## config.mk

```make
export PLATFORM = sky130hd
export DESIGN_NAME = spi_irq_status
export DESIGN_NICKNAME = d
export VERILOG_FILES = /design/src/rtl/spi_irq_pkg.sv /design/src/rtl/irq_enable_remap.sv /design/src/rtl/irq_raw_status.sv /design/src/rtl/irq_masked_status.sv /design/src/rtl/spi_irq_status.sv
export SDC_FILE = /design/constraint.sdc
export NUM_CORES = 1
export LEC_CHECK = 0
export CAP_MARGIN = 15
export CORE_MARGIN = 3
export CORE_UTILIZATION = 24
export DETAILED_ROUTE_END_ITERATION = 7
export PLACE_DENSITY = 0.92
export SLEW_MARGIN = 20
export SYNTH_ARGS = -nofsm -noshare
export SYNTH_HDL_FRONTEND = slang
export SYNTH_HIERARCHICAL = 1
export SYNTH_SLANG_ARGS = --single-unit
```

## constraint.sdc

```tcl
create_clock -name clk -period 2.2 [get_ports clk]
set_input_delay 0.33 -clock clk [delete_from_list [all_inputs] [get_ports clk]]
set_output_delay 0.33 -clock clk [all_outputs]
set_load 0.005 [all_outputs]
```

## src/rtl/spi_irq_pkg.sv

```systemverilog
package spi_irq_pkg;
  localparam int NSRC    = 3;
  localparam int SRC_DONE  = 0;
  localparam int SRC_RXRDY = 1;
  localparam int SRC_OVF   = 2;
  typedef logic [NSRC-1:0] src_vec_t;
endpackage

```

## src/rtl/irq_enable_remap.sv

```systemverilog
module irq_enable_remap
  import spi_irq_pkg::*;
#(
  parameter int CW = 32,
  parameter int POS_DONE  = 5,
  parameter int POS_RXRDY = 4,
  parameter int POS_OVF   = 6
) (
  input  logic [CW-1:0] ctrl_i,
  output src_vec_t      en_o
);
  localparam int POS [NSRC] = '{POS_DONE, POS_RXRDY, POS_OVF};

  for (genvar k = 0; k < NSRC; k++) begin : g_map
    assign en_o[k] = ctrl_i[POS[k]];
  end

  logic unused_ctrl_bits;
  assign unused_ctrl_bits = ^ctrl_i;
endmodule

```

## src/rtl/irq_raw_status.sv

```systemverilog
module irq_raw_status
  import spi_irq_pkg::*;
(
  input  logic     clk,
  input  logic     rst,
  input  src_vec_t set_i,
  input  src_vec_t clr_i,
  output src_vec_t ris_nxt_o,
  output src_vec_t ris_o
);
  src_vec_t ris_q;

  // set dominates clear
  assign ris_nxt_o = (ris_q & ~clr_i) | set_i;

  always_ff @(posedge clk) begin
    if (rst) ris_q <= '0;
    else     ris_q <= ris_nxt_o;
  end

  assign ris_o = ris_q;

  for (genvar k = 0; k < NSRC; k++) begin : g_chk

    set_sticky_chk: assert property (@(posedge clk) disable iff (rst)
      set_i[k] |=> ris_o[k]);

    clr_takes_chk: assert property (@(posedge clk) disable iff (rst)
      (clr_i[k] && !set_i[k]) |=> !ris_o[k]);
  end
endmodule

```

## src/rtl/irq_masked_status.sv

```systemverilog
module irq_masked_status
  import spi_irq_pkg::*;
(
  input  logic     clk,
  input  logic     rst,
  input  logic     refresh_i,
  input  src_vec_t en_i,
  input  src_vec_t ris_nxt_i,
  input  src_vec_t clr_i,
  output src_vec_t mis_o,
  output logic     irq_o
);
  src_vec_t mis_q, mis_nxt;
  logic     irq_q;

  always_comb begin
    mis_nxt = mis_q & ~clr_i;
    if (refresh_i) mis_nxt = mis_nxt | (en_i & ris_nxt_i);
  end

  always_ff @(posedge clk) begin
    if (rst) begin
      mis_q <= '0;
      irq_q <= 1'b0;
    end else begin
      mis_q <= mis_nxt;
      irq_q <= |mis_nxt;
    end
  end

  assign mis_o = mis_q;
  assign irq_o = irq_q;


  hold_quiet_chk: assert property (@(posedge clk) disable iff (rst)
    (!refresh_i && clr_i == '0) |=> $stable(mis_o));

  irq_level_chk: assert property (@(posedge clk) disable iff (rst)
    irq_o == (mis_o != '0));

  for (genvar k = 0; k < NSRC; k++) begin : g_chk

    rise_needs_refresh_chk: assert property (@(posedge clk) disable iff (rst)
      $rose(mis_o[k]) |-> $past(refresh_i) && $past(en_i[k]));
  end
endmodule

```

## src/rtl/spi_irq_status.sv

```systemverilog
module spi_irq_status
  import spi_irq_pkg::*;
#(
  parameter int CW = 32,
  parameter int AW = 4,
  parameter int ADDR_CLR = 3
) (
  input  logic            clk,
  input  logic            rst,
  input  logic [NSRC-1:0] evt_i,
  input  logic [CW-1:0]   ctrl_i,
  input  logic            wr_en,
  input  logic [AW-1:0]   wr_addr,
  input  logic [NSRC-1:0] wr_data,
  input  logic            rd_en,
  output logic [NSRC-1:0] ris_o,
  output logic [NSRC-1:0] mis_o,
  output logic            irq_o
);
  src_vec_t en, clr, ris_nxt;
  logic     clr_hit, refresh;

  // only the clear register is writable here; status addresses are read-only
  assign clr_hit = wr_en && (wr_addr == AW'(ADDR_CLR));
  assign clr     = clr_hit ? wr_data : '0;
  assign refresh = rd_en | wr_en | (|evt_i);

  irq_enable_remap #(.CW(CW)) u_remap (
    .ctrl_i (ctrl_i),
    .en_o   (en)
  );

  irq_raw_status u_raw (
    .clk       (clk),
    .rst       (rst),
    .set_i     (evt_i),
    .clr_i     (clr),
    .ris_nxt_o (ris_nxt),
    .ris_o     (ris_o)
  );

  irq_masked_status u_mask (
    .clk       (clk),
    .rst       (rst),
    .refresh_i (refresh),
    .en_i      (en),
    .ris_nxt_i (ris_nxt),
    .clr_i     (clr),
    .mis_o     (mis_o),
    .irq_o     (irq_o)
  );


  ro_write_chk: assert property (@(posedge clk) disable iff (rst)
    (wr_en && wr_addr != AW'(ADDR_CLR) && evt_i == '0) |=> $stable(ris_o));

  reset_clear_chk: assert property (@(posedge clk)
    rst |=> (ris_o == '0 && mis_o == '0 && !irq_o));
endmodule

```

==> key figures <==
Placement
  – Final HPWL DP: 781.7 µm
  – Dpl ws: 72.26 ps
  – Port-buffer cells: 23
  – RD Place Congestion: 0.8057

STA
  – Hold Slack: 482.8 ps
  – Setup TNS: 0 ps
  – Max Fclk: between 0.5 and 0.6 GHz
  – Fin crit share: 0.8461
  – Worst slew pin tran: 384.5 ps
  – Fin crit period: 1861 ps
  – Final Hold Vio Count: 0
  – Slack of the critical path: between 300 and 400 ps
  – RSZ-0062 raised after global routing: no
  – Rel. slew slack: 0.7413
  – Slew Limit Fails: 0
  – Clock Skews: between 1 and 1.5 ps
  – # setup viols final: 0

Hold path
  – Hold crit path type: flop to flop

Worst setup path
  – CP most frequent cell: nand2_1
  – Worst setup SP type: input port
  – WP data arrival: 1990 ps
  – Worst r2r dst: u_mask/irq_o
  – Worst Setup Path Type: input port to flop
  – Worst Path Required: 2330 ps
  – Worst path max stage delay: 460 ps
  – CP startpoint: wr_addr[0]
  – Reg2Reg Depth: 5
  – CP max-delay cell: clkdlybuf4s50_1
  – Worst r2r src: u_raw/ris_o[1]
  – Cell Chain, Critical Path: clkdlybuf4s50_1 -> nand2_1 -> nor4_1 -> nand2b_4 -> nand2_1 -> nand3_1 -> a21oi_2 -> or3_1
  – Crit end category: flop
  – Worst setup endpoint: u_mask/irq_o
  – Crit-path max FO: 3
  – R2R Setup Slk: approximately 1100 ps

Drt
  – Routed wire length: 900 µm
  – Drt pass-1 iters: 2
  – DR vias/cell: 4.519
  – DR DRC count: 0
  – Via Count: roughly 370
  – Starting DRT DRC Count: 9
  – Routed wire per std cell: 11.11 µm
  – Post-DRT Antenna Nets: 0

Die
  – Die ar.: 1991 µm²
  – Core area: 1350 µm²
  – Die Span Y: 44.62 µm
  – Die W: ~45 µm
  – Initial core utilization: 0.2651
  – I/O pin count: 53
  – FP Rows: 13

Cells and area
  – Area Overhead vs Synth: 70.63%
  – Layout cell share with drive strength beyond 1: 0.1515
  – Nets: 113
  – Fillers: around 140
  – Antenna cell count: 0

CTS
  – Clk buf depth: 2
  – Hold_buf cts: 0
  – Root buf cell: clkbuf_4
  – Cts bufs inserted: 3
  – Clk_lat worst skew: 250 ps
  – TritonCTS clock tree: yes
  – Worst-path clk slew: ~50 ps
  – Setup Fix Bufs, Post-CTS: 0
  – H-tree depth: 1
  – CTS resizes: 0
  – Clk sinks: 7

Power and ir drop
  – Leakage: around 0.24 nW
  – Power per cell area: 561.1 nW/µm²
  – Clk pwr share: 0.335
  – Flop pwr share: 0.423
  – Sw Pwr: 0.07925 mW
  – Total power: around 0.34 mW
  – VDD IR-drop max: ~0.00031 V
  – Comb pwr share: 0.242
  – Switching Fraction: 0.2313
  – Design internal power: 0.2633 mW

GRT
  – Largest net degree at the start of global routing: 7
  – Vias in the first global route: 375
  – First-pass GRT wire length: 1518 µm
  – Grt total ovfl: 0
  – GRT Util Overall: 0.1116
  – Initial antenna violation count: 0

Run status
  – Outcome: finished, final reports clean

Synthesis
  – Net Count, Synth: between 80 and 90
  – Seq cells post-synth: 7
  – Share of the synthesized area in the top cell type: 0.3916
  – Yosys top cell by area: dfxtp_1
  – Post-Syn Area: approximately 360 µm²
  – Synth cell types: 15
  – Synth Instances: 42
  – Sequential area share after synthesis: 0.3916
  – Synth warn: 6
  – Dominant cells by area after synthesis: dfxtp_1 39%, nand2b_4 12%, nand2_1 8.4%, buf_4 6.3%, a21oi_1 5.6%
  – Syn avg cell area: 8.520 µm²

Job
  – Maxcap violations: 0
sequential cells by signal (all words and copies together) (netlist names):
signal and flops:
u_mask/irq_o 1, u_mask/mis_o 3, u_raw/ris_o 3
layout make-up:
class                      instances  area, µm²  share of cell area
sequential                         7      140.1              0.2295
timing repair buffer              23      230.2              0.3770
inverter                           3      11.26             0.01844
multi-input combinational         29      183.9              0.3012
clock buffer                       4      26.28             0.04303
tap                               15      18.77             0.03074
per-stage QoR:
step                cells  utilization  cell area (µm²)
global route           81       0.4523            610.6
CTS                    81       0.4523            610.6
detailed placement     77       0.4328            584.3
floorplan              42            -            357.8
finish                 81       0.4523            610.6
global placement       77       0.4328            584.3
cells by family after synthesis:
kind of cell,after synthesis,synth area share
simple gates,23,0.4091
flops,7,0.3916
compound gates,6,0.1049
buf+inv,6,0.09440
worst max-delay path, delay by kind of cell:
family | cells | cell delay [ps]
AOI/OAI and AO/OA | 1 | 70
buffers and inverters | 1 | 460
and+or+nand+nor | 6 | 1140
cell usage in the layout, fill, tap and decap left out:
cell type	netlist	final
nand2b_2	1	1
or3_1	1	1
nand2b_4	3	3
inv_1	3	3
nand3_1	2	2
clkbuf_1	0	1
dfxtp_1	7	7
nor2_1	1	1
a21oi_2	2	2
nand2_1	8	8
a21oi_1	4	4
nand3_2	1	1
clkbuf_4	0	3
nor3_1	1	1
nand2b_1	2	2
nor4_1	3	3
clkdlybuf4s50_1	0	23
layer usage:
metal / vias to the layer above / routed length, µm / global-route usage
met1: 166 / 340 / 0.1039
met5: - / 0 / 0
met3: 0 / 84 / 0.07724
met4: 0 / 0 / 0.05422
li1: 187 / - / -
met2: 13 / 476 / 0.1834
worst min-delay path by stage:
stage / from / endpoint / cells past startpoint
6_report: u_mask/mis_o[1] / u_mask/mis_o[1] / 2
5_1_grt: u_mask/mis_o[1] / u_mask/mis_o[1] / 2
4_1_cts: u_mask/mis_o[1] / u_mask/mis_o[1] / 2
3_5_place_dp: u_mask/mis_o[1] / u_mask/mis_o[1] / 2
3_3_place_gp: u_mask/mis_o[1] / u_mask/mis_o[1] / 2
2_1_floorplan: rst / u_mask/mis_o[1] / 1
power groups by stage:
stage               Sequential [mW]  Clock, mW  Combinational, mW
CTS                           0.145      0.123             0.0837
detailed placement            0.148          0             0.0834
finish                        0.145      0.115             0.0829
global route                  0.146      0.133             0.0903
global placement              0.148          0             0.0814
floorplan                     0.149          0             0.0282
Yosys cell counts, drive strengths merged:
cell	n
a21oi	6
nor4	3
nor2	1
nand2	8
nand2b	6
or3	1
nor3	1
nand3	3
dfxtp	7
buf	3
inv	3
No activity file was read; power rests on OpenSTA's default activity.
